`src/rtl/sset_pkg.sv`:
```
package sset_pkg;
  localparam int FIELD_W    = 16;
  localparam int NUM_FIELDS = 5;
  localparam int SET_W      = FIELD_W * NUM_FIELDS;
  localparam int SEL_W      = 3;
  localparam int BYTES_SET  = NUM_FIELDS * 2;
  localparam int CUR_W      = $clog2(BYTES_SET);

  typedef enum logic [SEL_W-1:0] {
    SEL_I   = 3'd0,
    SEL_Q   = 3'd1,
    SEL_MAG = 3'd2,
    SEL_PH  = 3'd3,
    SEL_FRQ = 3'd4
  } fsel_e;

  // Field at position sel inside a packed set; 0 for codes beyond the last field.
  function automatic logic [FIELD_W-1:0] pick_field(input logic [SET_W-1:0] set,
                                                    input logic [SEL_W-1:0] sel);
    if (int'(sel) < NUM_FIELDS) return set[int'(sel)*FIELD_W +: FIELD_W];
    return '0;
  endfunction

  // Byte number cur: field cur/2, low byte when cur is even.
  function automatic logic [7:0] pick_byte(input logic [SET_W-1:0] set,
                                           input logic [CUR_W-1:0] cur);
    logic [FIELD_W-1:0] f;
    f = pick_field(set, SEL_W'(cur >> 1));
    return cur[0] ? f[15:8] : f[7:0];
  endfunction
endpackage

```
`src/rtl/sset_mem.sv`:
```
module sset_mem
  import sset_pkg::*;
#(
  parameter int DEPTH = 8,
  localparam int PTR_W = $clog2(DEPTH)
) (
  input  logic             clk,
  input  logic             wr_en,
  input  logic [PTR_W-1:0] wr_ptr,
  input  logic [SET_W-1:0] wr_set,
  input  logic [PTR_W-1:0] rd_ptr,
  output logic [SET_W-1:0] rd_set
);
  logic [SET_W-1:0] store [DEPTH];

  always_ff @(posedge clk) begin
    if (wr_en) store[wr_ptr] <= wr_set;
  end

  assign rd_set = store[rd_ptr];
endmodule

```
`src/rtl/sset_ptrs.sv`:
```
module sset_ptrs #(
  parameter int DEPTH = 8,
  localparam int PTR_W = $clog2(DEPTH),
  localparam int CNT_W = PTR_W + 1
) (
  input  logic             clk,
  input  logic             rst_n,
  input  logic             mode_snap,
  input  logic             arm,
  input  logic             wr_valid,
  input  logic             rd_adv,
  output logic             clr,
  output logic             wr_en,
  output logic [PTR_W-1:0] wr_ptr,
  output logic [PTR_W-1:0] rd_ptr,
  output logic             full,
  output logic             empty,
  output logic             snap_done
);
  logic [CNT_W-1:0] count;
  logic [PTR_W-1:0] cap_cnt;
  logic             capturing;

  function automatic logic [PTR_W-1:0] bump(input logic [PTR_W-1:0] p);
    return (int'(p) == DEPTH-1) ? '0 : p + 1'b1;
  endfunction

  assign clr   = mode_snap && arm;
  assign full  = (int'(count) == DEPTH);
  assign empty = (count == '0);
  assign wr_en = wr_valid && !full && !clr && (!mode_snap || capturing);

  always_ff @(posedge clk) begin
    if (!rst_n) begin
      wr_ptr <= '0; rd_ptr <= '0; count <= '0;
      cap_cnt <= '0; capturing <= 1'b0; snap_done <= 1'b0;
    end else if (clr) begin
      wr_ptr <= '0; rd_ptr <= '0; count <= '0;
      cap_cnt <= '0; capturing <= 1'b1; snap_done <= 1'b0;
    end else begin
      if (wr_en) wr_ptr <= bump(wr_ptr);
      if (rd_adv) rd_ptr <= bump(rd_ptr);
      case ({wr_en, rd_adv})
        2'b10:   count <= count + 1'b1;
        2'b01:   count <= count - 1'b1;
        default: count <= count;
      endcase
      if (mode_snap && capturing && wr_en) begin
        if (int'(cap_cnt) == DEPTH-1) begin
          capturing <= 1'b0;
          snap_done <= 1'b1;
        end else begin
          cap_cnt <= cap_cnt + 1'b1;
        end
      end
    end
  end
endmodule

```
`src/rtl/sset_rdport.sv`:
```
module sset_rdport
  import sset_pkg::*;
(
  input  logic               clk,
  input  logic               rst_n,
  input  logic               clr,
  input  logic               empty,
  input  logic [SET_W-1:0]   rd_set,
  input  logic               w_req,
  input  logic [SEL_W-1:0]   w_sel,
  input  logic               b_req,
  output logic               w_grant,
  output logic               b_grant,
  output logic               rd_adv,
  output logic               w_ack,
  output logic [FIELD_W-1:0] w_data,
  output logic               b_ack,
  output logic [7:0]         b_data
);
  logic [CUR_W-1:0] cur;
  logic             b_last;

  assign w_grant = w_req && !empty && !clr;
  assign b_grant = b_req && !w_req && !empty && !clr;
  assign b_last  = (int'(cur) == BYTES_SET-1);
  assign rd_adv  = (w_grant && w_sel == SEL_FRQ) || (b_grant && b_last);

  always_ff @(posedge clk) begin
    if (!rst_n) begin
      cur <= '0; w_ack <= 1'b0; b_ack <= 1'b0;
      w_data <= '0; b_data <= '0;
    end else begin
      w_ack <= w_grant;
      b_ack <= b_grant;
      if (w_grant) w_data <= pick_field(rd_set, w_sel);
      if (b_grant) b_data <= pick_byte(rd_set, cur);
      if (clr)          cur <= '0;
      else if (b_grant) cur <= b_last ? '0 : cur + 1'b1;
    end
  end
endmodule

```
`src/rtl/sset_buffer.sv`:
```
module sset_buffer
  import sset_pkg::*;
#(
  parameter int DEPTH = 8,
  localparam int PTR_W = $clog2(DEPTH)
) (
  input  logic         clk,
  input  logic         rst_n,
  input  logic         mode_snap,
  input  logic         arm,
  input  logic         wr_valid,
  input  logic [15:0]  wr_i,
  input  logic [15:0]  wr_q,
  input  logic [15:0]  wr_mag,
  input  logic [15:0]  wr_phase,
  input  logic [15:0]  wr_freq,
  input  logic         w_req,
  input  logic [2:0]   w_sel,
  output logic         w_ack,
  output logic [15:0]  w_data,
  input  logic         b_req,
  output logic         b_ack,
  output logic [7:0]   b_data,
  output logic         full,
  output logic         empty,
  output logic         snap_done
);
  logic             clr, wr_en, rd_adv, w_grant, b_grant;
  logic [PTR_W-1:0] wr_ptr, rd_ptr;
  logic [SET_W-1:0] wr_set, rd_set;

  assign wr_set = {wr_freq, wr_phase, wr_mag, wr_q, wr_i};

  sset_ptrs #(.DEPTH(DEPTH)) u_ptrs (
    .clk, .rst_n, .mode_snap, .arm, .wr_valid, .rd_adv,
    .clr, .wr_en, .wr_ptr, .rd_ptr, .full, .empty, .snap_done
  );

  sset_mem #(.DEPTH(DEPTH)) u_mem (
    .clk, .wr_en, .wr_ptr, .wr_set, .rd_ptr, .rd_set
  );

  sset_rdport u_rd (
    .clk, .rst_n, .clr, .empty, .rd_set, .w_req, .w_sel, .b_req,
    .w_grant, .b_grant, .rd_adv, .w_ack, .w_data, .b_ack, .b_data
  );
endmodule

```
`config.mk`:
```
export PLATFORM = sky130hd
export DESIGN_NAME = sset_buffer
export DESIGN_NICKNAME = d
export VERILOG_FILES = /design/src/rtl/sset_pkg.sv /design/src/rtl/sset_mem.sv /design/src/rtl/sset_ptrs.sv /design/src/rtl/sset_rdport.sv /design/src/rtl/sset_buffer.sv
export SDC_FILE = /design/constraint.sdc
export NUM_CORES = 1
export LEC_CHECK = 0
export CORE_ASPECT_RATIO = 1.4
export CORE_MARGIN = 1
export CORE_UTILIZATION = 54
export CTS_CLUSTER_SIZE = 24
export DETAILED_ROUTE_END_ITERATION = 8
export PLACE_DENSITY = 0.81
export REMOVE_ABC_BUFFERS = 1
export SYNTH_ARGS = -nofsm -noshare
export SYNTH_HDL_FRONTEND = slang
export SYNTH_SLANG_ARGS = --single-unit
```
`constraint.sdc`:
```
create_clock -name clk -period 9.3 [get_ports clk]
set_clock_uncertainty 0.05 [all_clocks]
set_input_delay 1.395 -clock clk [delete_from_list [all_inputs] [get_ports clk]]
set_output_delay 1.395 -clock clk [all_outputs]
set_load 0.05 [all_outputs]
```
==> metrics.md <==
| Metric | Value |
|---|---|
| Status | `finished, final reports clean` |
| GP Congestion | `~0.9` |
| Max Cap Viol | `0` |
| Via count | `about 13k` |
| Syn. warnings | `0` |
| Worst Setup End Kind | `flop` |
| Num Clock Sinks | `roughly 690` |
| Site row count | `97` |
| Fmax | `approximately 210 MHz` |
| Post-Syn Instances | `1319` |
| Crit path kind | `in -> reg` |
| Pleak | `around 0.0094 uW` |
| Synthesis-stage register bit count | `688` |
| Worst-path clk slew | `approximately 0.06 ns` |
| Crit share post-route | `between 50% and 60%` |
| Core footprint | `between 0.04 and 0.05 mm^2` |
| Gr ovfl total | `0` |
| Peak VDD IR | `roughly 0.17 mV` |
| # nets final | `roughly 1.6k` |
| Largest net degree at the start of global routing | `64` |
| CTS tree | `yes` |
| Clock latency on the worst-skew pair | `about 0.62 ns` |
| Wire per inst | `~27 um` |
| Setup Fix Bufs, Post-CTS | `0` |
| Top_reg_cell synth | `edfxtp_1` |
| Vias in the first global route | `~14k` |
| Final setup viols | `0` |
| Final hold vios | `0` |
| Final core occ | `between 60% and 70%` |
| Drt first pass iters | `5` |
| Setup TNS | `0 ns` |
| Post-synth top area share | `a little over two thirds` |
| Critical-path top delay cell | `a211oi_1` |
| DP Wirelength | `34900 um` |
| Residual DRC | `0` |
| Starting Density | `between 50% and 60%` |
| Initial drt markers | `between 1k and 1.5k` |
| RSZ-0062 raised after global routing | `no` |
| Share of cells above drive strength 1 | `around a fifth` |
| Fillers | `3264` |
| Min-delay worst type | `reg -> reg` |
| IO Port Bufs | `between 100 and 150` |
| Pwr Density | `196 mW/mm^2` |
| First-pass GRT wire length | `about 87000 um` |
| Max FO, Critical Path | `63` |
| Synth area leader | `edfxtp_1` |
| Via/cell ratio | `around 6.3` |
| Max incr delay on CP | `about 0.96 ns` |
| Post-CTS resize count | `0` |
| DIE AREA | `between 0.05 and 0.06 mm^2` |
| Minimum clock period | `4.78 ns` |
| Die width | `approximately 190 um` |
| Syn-to-layout area delta | `13.7%` |
| Synthesized area per cell | `20.6 um^2` |
| Relative slew slack | `approximately 18%` |
| CP required | `between 9 and 10 ns` |
| Non-Filler Instances | `2150` |
| Actual slew at the worst max-slew pin | `1.21 ns` |
| Area contributors post-synth | `edfxtp_1 71%, mux4_2 13%, dfxtp_1 3.5%, mux2i_1 2.6%, mux2_2 1.3%` |
| Clock root buffer | `clkbuf_16` |
| Yosys cell types | `50` |
| Register area share after synthesis | `74.2%` |
| Final slew viol count | `0` |
| Synth Cell Area | `between 0.02 and 0.03 mm^2` |
| Post-Route WL | `58500 um` |
| Async set-reset flop share out of synthesis | `0%` |
| Die Y | `around 270 um` |
| Post-synth EDFFs | `640` |
| Crit path launch type | `primary input` |
| CTS Hold Bufs | `0` |
| Ports | `between 100 and 150` |
| H-tree depth | `2` |
| WP data arrival | `4.94 ns` |
| Placed cell count | `2035` |
| CP cell instances | `clkdlybuf4s50_1 > nand2b_1 > a211oi_1 > nand2_1 > nor2_4 > buf_4` |
| Total track usage | `23.3%` |
| Initial antenna violation count | `5` |
| Clock Path Buffers | `3` |
| Final ANT Viol Nets | `0` |
| Cts bufs inserted | `60` |
metal layers:
layer	track usage, %	part of all wire [%]
met2	40.0	52
met1	30.1	38
met4	8.47	3.4
met5	0	0.056
met3	3.64	6.1
sequential cells by signal, indices dropped and copies added, names as in the netlist, named ones only:
signal / cells
u_mem.store: 640
u_ptrs.capturing: 1
u_ptrs.snap_done: 1
u_ptrs.count: 4
u_rd.b_data: 8
u_rd.w_data: 16
u_ptrs.cap_cnt: 3
u_ptrs.rd_ptr: 3
u_rd.cur: 4
u_rd.w_ack: 1
u_ptrs.wr_ptr: 3
u_rd.b_ack: 1
cell usage in the layout, fill, tap and decap left out, types with 17 or more instances in the layout:
master and n:
a21oi_1 28, mux2_2 31, clkdlybuf4s50_1 118, a22oi_1 17, clkbuf_1 21, mux4_2 162
dfxtp_1 45, nor2_1 38, clkbuf_16 60, edfxtp_1 640, mux2i_1 70, buf_4 26
nand2_1 22
where the power goes:
group	internal [uW]	switching (uW)
sequential	3410	11.5
clock	1370	1060
combinational	85.3	129
total	4870	1200
cells in the mapped netlist, types with 11 or more instances:
cell      instances
buf_2            19
nand2_1          22
mux4_2          162
nand3_1          14
dfxtp_1          48
inv_1            15
edfxtp_1        640
nor2_1           40
a21oi_1          28
clkbuf_1         25
o211ai_1         14
a22oi_1          17
mux2_2           31
buf_4            15
nand2b_1         11
mux2i_1          70
final cells by class:
cell class              count  area (um^2)  area share, %
clock inverters            30          322           1.04
inverters                  15         56.3          0.182
diodes                      3         7.51         0.0243
repair buffers            144         1380           4.45
multi-input cells         545         6590           21.3
flip-flops and latches    688        20200           65.3
clock buffers              82         1590           5.15
well taps                 643          805           2.60
worst paths after layout:
kind / depth (start not counted) / endpoint / slack [ns] / from
max: 6 / u_mem.store[7][52] / 4.52 / arm
min: 2 / u_ptrs.snap_done / 0.41 / u_ptrs.snap_done
max reg2reg: 6 / u_mem.store[7][52] / 5.08 / u_ptrs.count[1]
min reg2reg: 2 / u_ptrs.snap_done / 0.41 / u_ptrs.snap_done
through the flow:
stage / cell area [um^2] / hold WS (ns) / total power, uW / worst slack, ns
after global routing: 30900 / 0.434 / 6220 / 4.32
after floorplan: 26800 / 0.396 / 3580 / 0.399
final: 30900 / 0.408 / 6070 / 4.52
after global placement: 29000 / 0.389 / 3690 / 3.95
after CTS: 30900 / 0.416 / 6100 / 4.49
after detailed placement: 29000 / 0.407 / 3700 / 3.90
critical path, delay by kind of cell:
family                 cells  cell delay, ns
buffers and inverters      2            1.24
and+or+nand+nor            3            1.16
AOI/OAI and AO/OA          1            0.96
cell families (layout without fill, tap and decap cells):
family,count (synthesis),after routing,synth area share [%]
muxes,267,267,17.7
and+or+nand+nor,142,142,2.72
xor gates and xnor gates,7,7,0.225
AOI/OAI and AO/OA,120,120,3.04
other,0,3,0
DFF,688,688,74.2
adders and majority gates,9,9,0.414
buffers and inverters,86,271,1.77
Note: power is estimated with default switching activity, not from simulation.
